==> config.mk <==
export PLATFORM = sky130hd
export DESIGN_NAME = gpio_port
export DESIGN_NICKNAME = d
export VERILOG_FILES = /design/src/rtl/gpio_port_pkg.sv /design/src/rtl/gpio_sync.sv /design/src/rtl/gpio_regfile.sv /design/src/rtl/gpio_readmux.sv /design/src/rtl/gpio_port.sv
export SDC_FILE = /design/constraint.sdc
export NUM_CORES = 1
export LEC_CHECK = 0
export BUFFER_PORTS_ARGS = -buffer_cell sky130_fd_sc_hd__buf_4
export CORE_AREA = 2 2 71 53
export DETAILED_ROUTE_END_ITERATION = 7
export DIE_AREA = 0 0 73 55
export GPL_TIMING_DRIVEN = 0
export PLACE_DENSITY = 0.74
export SLEW_MARGIN = 20
export SYNTH_ARGS = -nofsm -noshare
export SYNTH_HDL_FRONTEND = slang
export SYNTH_SLANG_ARGS = --single-unit
==> constraint.sdc <==
create_clock -name clk -period 1.55 [get_ports clk]
set_clock_uncertainty 0.2 [all_clocks]
set_input_delay 0.31 -clock clk [delete_from_list [all_inputs] [get_ports clk]]
set_output_delay 0.31 -clock clk [all_outputs]
set_load 0.05 [all_outputs]
==> src/rtl/gpio_port_pkg.sv <==
package gpio_port_pkg;

   typedef enum logic [1:0] {
      SEL_NONE = 2'd0,
      SEL_DIR  = 2'd1,
      SEL_DATA = 2'd2,
      SEL_PIN  = 2'd3
   } reg_sel_e;

   function automatic reg_sel_e decode_addr(input int unsigned a,
                                            input int unsigned dir_a,
                                            input int unsigned data_a,
                                            input int unsigned pin_a);
      if (a == dir_a)       return SEL_DIR;
      else if (a == data_a) return SEL_DATA;
      else if (a == pin_a)  return SEL_PIN;
      else                  return SEL_NONE;
   endfunction

endpackage

==> src/rtl/gpio_sync.sv <==
module gpio_sync #(
   parameter int WIDTH  = 8,
   parameter int STAGES = 2
) (
   input  logic             clk,
   input  logic             por_n,
   input  logic [WIDTH-1:0] d,
   output logic [WIDTH-1:0] q
);
   generate
      if (STAGES < 0) begin : g_bad_stages
         $error("gpio_sync: STAGES must not be negative");
      end
      if (STAGES == 0) begin : g_bypass
         assign q = d;
      end else begin : g_chain
         logic [STAGES-1:0][WIDTH-1:0] stage_q;
         always_ff @(posedge clk or negedge por_n) begin
            if (!por_n) begin
               stage_q <= '0;
            end else begin
               stage_q[0] <= d;
               for (int s = 1; s < STAGES; s++) begin
                  stage_q[s] <= stage_q[s-1];
               end
            end
         end
         assign q = stage_q[STAGES-1];
      end
   endgenerate
endmodule

==> src/rtl/gpio_regfile.sv <==
module gpio_regfile
   import gpio_port_pkg::*;
#(
   parameter int WIDTH = 8
) (
   input  logic             clk,
   input  logic             por_n,
   input  logic             mrst_n,
   input  logic             hw_stby,
   input  logic             sw_stby,
   input  logic             wr_en,
   input  reg_sel_e         wr_sel,
   input  logic [WIDTH-1:0] wdata,
   output logic [WIDTH-1:0] dir_q,
   output logic [WIDTH-1:0] data_q
);
   logic wr_allowed;

   // Only a running CPU may write: not held in manual reset or either standby.
   assign wr_allowed = wr_en & mrst_n & ~sw_stby & ~hw_stby;

   always_ff @(posedge clk or negedge por_n) begin
      if (!por_n) begin
         dir_q  <= '0;
         data_q <= '0;
      end else if (hw_stby) begin
         dir_q  <= '0;
         data_q <= '0;
      end else if (wr_allowed) begin
         if (wr_sel == SEL_DIR)  dir_q  <= wdata;
         if (wr_sel == SEL_DATA) data_q <= wdata;
      end
   end
endmodule

==> src/rtl/gpio_readmux.sv <==
module gpio_readmux
   import gpio_port_pkg::*;
#(
   parameter int WIDTH = 8
) (
   input  logic             clk,
   input  logic             por_n,
   input  logic             mrst_n,
   input  logic             hw_stby,
   input  logic             rd_en,
   input  reg_sel_e         rd_sel,
   input  logic [WIDTH-1:0] dir_q,
   input  logic [WIDTH-1:0] data_q,
   input  logic [WIDTH-1:0] pin_sync,
   output logic [WIDTH-1:0] rdata
);
   logic [WIDTH-1:0] port_view;
   logic [WIDTH-1:0] rd_next;

   // Per-bit choice between latched output value and pin level.
   generate
      for (genvar b = 0; b < WIDTH; b++) begin : g_view
         assign port_view[b] = dir_q[b] ? data_q[b] : pin_sync[b];
      end
   endgenerate

   always_comb begin
      unique case (rd_sel)
         SEL_DATA: rd_next = data_q;
         SEL_PIN:  rd_next = port_view;
         default:  rd_next = '0;   // direction is write-only; unmapped is zero
      endcase
   end

   always_ff @(posedge clk or negedge por_n) begin
      if (!por_n) begin
         rdata <= '0;
      end else if (!mrst_n || hw_stby || !rd_en) begin
         rdata <= '0;
      end else begin
         rdata <= rd_next;
      end
   end
endmodule

==> src/rtl/gpio_port.sv <==
module gpio_port
   import gpio_port_pkg::*;
#(
   parameter int WIDTH       = 8,
   parameter int ADDR_W      = 2,
   parameter int DIR_ADDR    = 0,
   parameter int DATA_ADDR   = 1,
   parameter int PIN_ADDR    = 2,
   parameter int SYNC_STAGES = 2
) (
   input  logic              clk,
   input  logic              por_n,
   input  logic              mrst_n,
   input  logic              hw_stby,
   input  logic              sw_stby,
   input  logic [ADDR_W-1:0] addr,
   input  logic              wr_en,
   input  logic              rd_en,
   input  logic [WIDTH-1:0]  wdata,
   output logic [WIDTH-1:0]  rdata,
   input  logic [WIDTH-1:0]  pin_in,
   output logic [WIDTH-1:0]  pin_out,
   output logic [WIDTH-1:0]  pin_oe
);
   localparam int ADDR_SPAN = 1 << ADDR_W;

   generate
      if (WIDTH < 1) begin : g_bad_width
         $error("gpio_port: WIDTH must be at least 1");
      end
      if (DIR_ADDR >= ADDR_SPAN || DATA_ADDR >= ADDR_SPAN || PIN_ADDR >= ADDR_SPAN) begin : g_bad_range
         $error("gpio_port: a register address does not fit in ADDR_W bits");
      end
      if (DIR_ADDR == DATA_ADDR || DIR_ADDR == PIN_ADDR || DATA_ADDR == PIN_ADDR) begin : g_bad_map
         $error("gpio_port: register addresses must be distinct");
      end
   endgenerate

   reg_sel_e         sel;
   logic [WIDTH-1:0] dir_q;
   logic [WIDTH-1:0] data_q;
   logic [WIDTH-1:0] pin_sync;

   assign sel = decode_addr(int'(addr), DIR_ADDR, DATA_ADDR, PIN_ADDR);

   gpio_sync #(.WIDTH(WIDTH), .STAGES(SYNC_STAGES)) u_sync (
      .clk   (clk),
      .por_n (por_n),
      .d     (pin_in),
      .q     (pin_sync)
   );

   gpio_regfile #(.WIDTH(WIDTH)) u_regs (
      .clk     (clk),
      .por_n   (por_n),
      .mrst_n  (mrst_n),
      .hw_stby (hw_stby),
      .sw_stby (sw_stby),
      .wr_en   (wr_en),
      .wr_sel  (sel),
      .wdata   (wdata),
      .dir_q   (dir_q),
      .data_q  (data_q)
   );

   gpio_readmux #(.WIDTH(WIDTH)) u_rd (
      .clk      (clk),
      .por_n    (por_n),
      .mrst_n   (mrst_n),
      .hw_stby  (hw_stby),
      .rd_en    (rd_en),
      .rd_sel   (sel),
      .dir_q    (dir_q),
      .data_q   (data_q),
      .pin_sync (pin_sync),
      .rdata    (rdata)
   );

   assign pin_out = data_q;
   assign pin_oe  = hw_stby ? '0 : dir_q;
endmodule

==> results.yml <==
drt:
  drtIter0Drc: 88
  drc: 0
  drtPass1Iterations: 4
  vias: 1253
  drtAntennaViolNets: 0
  routed_via_density: 5.01
  routed_wl_mm: 3.68
  routedWlPerCell_um: 14.7
global_routing:
  grt.overflow.total: 0
  grt_pass1_wl_mm: 5.88
  grt_pass1_vias: 1268
  track_usage: 0.204
  grt_antenna_before_repair: 0
  grt_max_degree: 41
die:
  die-area_um2: 4020
  fp.coreArea_um2: 3360
  ios: 49
  dieHeight_um: 55
  die_w_um: 73
  start_util: 0.462
  num_rows: 18
setup_path:
  crit_slowest_cell: "dfrtp_1"
  worstPathCellList: "nor2b_2 > buf_6"
  cp_max_fo: 3
  critPathKind: "register to output pin"
  critical-path-max-stage-delay_ns: 0.40
  startpoint: "u_regs.dir_q[4]$_DFFE_PN0P_"
  critPathBufInv: 1
  start_kind: "register"
  worst_setup_path_end_kind: "output pin"
  r2r_slack_ns: 0.19
  arrival_ns: 1.00
  path_delay_family: "flip-flops"
  required_ns: 1.04
  r2r_start: "u_regs.dir_q[4]$_DFFE_PN0P_"
timing:
  fmax_mhz: 662
  min_period_over_period: 0.975
  min_period_ns: 1.51
  worst_slew_pin_slew_ns: 0.496
  setup_viol: 0
  relSlewSlack: 0.669
  maxSlewViolCount: 0
  finalHoldViolations: 0
placement:
  placed_area_um2: 1980
  port-buffer-count: 48
  hpwl_mm: 2.39
  place_congestion: 0.811
cells_and_area:
  nets: 237
  stdcell_area_um2: 2260
  syn_to_final_growth_pct: 45.5
  diodes: 0
  drive_gt1_frac: 0.390
pwr:
  p_switching_mw: 0.449
  power_leakage_nw: 1.08
  p_int_mw: 1.53
  pwr-share-seq: 0.547
  power_mw: 1.97
  p_sw_frac: 0.227
  power.density_nw_per_um2: 875
  p_clk_frac: 0.353
  ir_worst_vdd_mv: 0.679
  pwr-share-comb: 0.099
yosys:
  synth_top_area_frac: 0.645
  ys_types: 16
  synth_ff_type: "dfrtp_1"
  syn-cell-area_um2: 1550
  synthCells: 138
  netlist_top_cells_count: "dfrtp_1 (40), nand2_1 (32), a21oi_1 (16)"
  synthTopCellsByArea: "dfrtp_1 (65%), nand2_1 (7.7%), a21oi_1 (5.2%)"
  synth-seq-cells: 40
  synth_area_per_cell_um2: 11.2
  yosys_warnings: 0
  syn-num-nets: 166
  synth_async_sr_flop_share: 1.00
  synth-edff-count: 0
  yosysMostFrequentCell: "dfrtp_1"
  synth_top_area_cell: "dfrtp_1"
  synth-seq-area-share: 0.645
cts:
  clk_pin_slew_ns: 0.07
  cts_buffers: 5
  clock_latency_ns: 0.28
  htreeDepth: 2
  cts_tree: "built"
  cts.sinks: 40
  root_buffer: "clkbuf_8"
  cts_buffer_depth: 2
outcome:
  outcome: "finished clean"
min_path:
  holdCritPathClass: "input pin to register"
  min_from: "wdata[5]"
flow_run:
  drv_cap: 0
state kept, by name, indices dropped and copies added, names as in the netlist:
name and count:
u_rd.rdata 8, u_sync.q 8, u_regs.dir_q 8, u_regs.data_q 8, u_sync.g_chain.stage_q 8
metal layers:
layer | vias up | routed length (µm) | global-route usage
li1 | 601 | - | -
met1 | 597 | 1640 | 0.289
met2 | 52 | 1730 | 0.309
met3 | 3 | 280 | 0.0471
met4 | 0 | 32 | 0.0772
met5 | - | 0 | 0
metrics by stage:
step	hold WS, ns	util	setup slack (ns)	TNS, ns	instances
detailed placement	0.113	0.589	-0.287	-4.12	226
global route	0.0686	0.673	-0.00977	-0.00977	250
CTS	0.0701	0.646	0.00731	0	244
global placement	0.108	0.589	-0.234	-3.25	226
finish	0.0725	0.673	0.0385	0	250
floorplan	-0.186	-	-0.162	-0.324	138
area by class of cell:
cell class                      count  area (µm²)
Buffer                              5        30.0
Clock buffer                        8        90.1
Fill cell                         281        1100
Inverter                            4        15.0
Multi-Input combinational cell     88         534
Sequential cell                    40        1000
Tap cell                           40        50.0
Timing Repair Buffer               65         537
cells in the final DEF (no fill, tap or decap):
cell	instances
nand2_1	32
inv_1	3
clkbuf_1	2
nor2b_4	2
dfrtp_1	40
a22oi_1	6
buf_6	7
nand4b_1	3
clkbuf_8	6
a21oi_1	16
inv_2	1
nor2_2	2
mux2_2	6
buf_4	51
buf_2	3
nor2_1	8
a21o_1	2
ha_1	3
nor2b_2	4
dlygate4sd3_1	9
and4b_1	2
a32oi_1	2
worst register-to-register path, delay by kind of cell (launching register included):
kind	cells	cell delay, ns
buf+inv	1	0.12
compound gates	1	0.17
mux	1	0.31
flops	1	0.38
simple gates	1	0.06
timing repair:
| action | in CTS | in global routing |
|---|---|---|
| setup endpoints to repair | 5 | 17 |
| cloned | 0 | 0 |
| hold buffers | 9 | 0 |
| endpoints found under the hold margin | 48 | 0 |
| pin swaps | 0 | 1 |
| resized for setup | 2 | 14 |
| buffers inserted | 1 | 7 |
path summary, 6_finish.rpt:
path / to / cells after the start
max: pin_oe[4] / 2
min: u_regs.dir_q[5]$_DFFE_PN0P_ / 3
max reg2reg: u_rd.rdata[4]$_DFF_PN0_ / 4
min reg2reg: u_sync.q[3]$_DFF_PN0_ / 0
max in group asynchronous: u_rd.rdata[4]$_DFF_PN0_ / 2
min in group asynchronous: u_sync.q[1]$_DFF_PN0_ / 2
cell families after synthesis:
group,after synthesis,share of synthesized area
AOI/OAI and AO/OA,26,0.102
muxes,6,0.0435
DFF,40,0.645
and+or+nand+nor,53,0.156
buffers and inverters,10,0.0298
adders and majority gates,3,0.0242
power groups by stage:
stage	Sequential [mW]	Clock, mW	Combinational, mW
floorplan	1.11	0	0.0568
global placement	1.10	0	0.167
detailed placement	1.10	0	0.172
CTS	1.08	0.714	0.192
global route	1.08	0.763	0.216
finish	1.08	0.698	0.196
(Power assumes the default switching activity.)
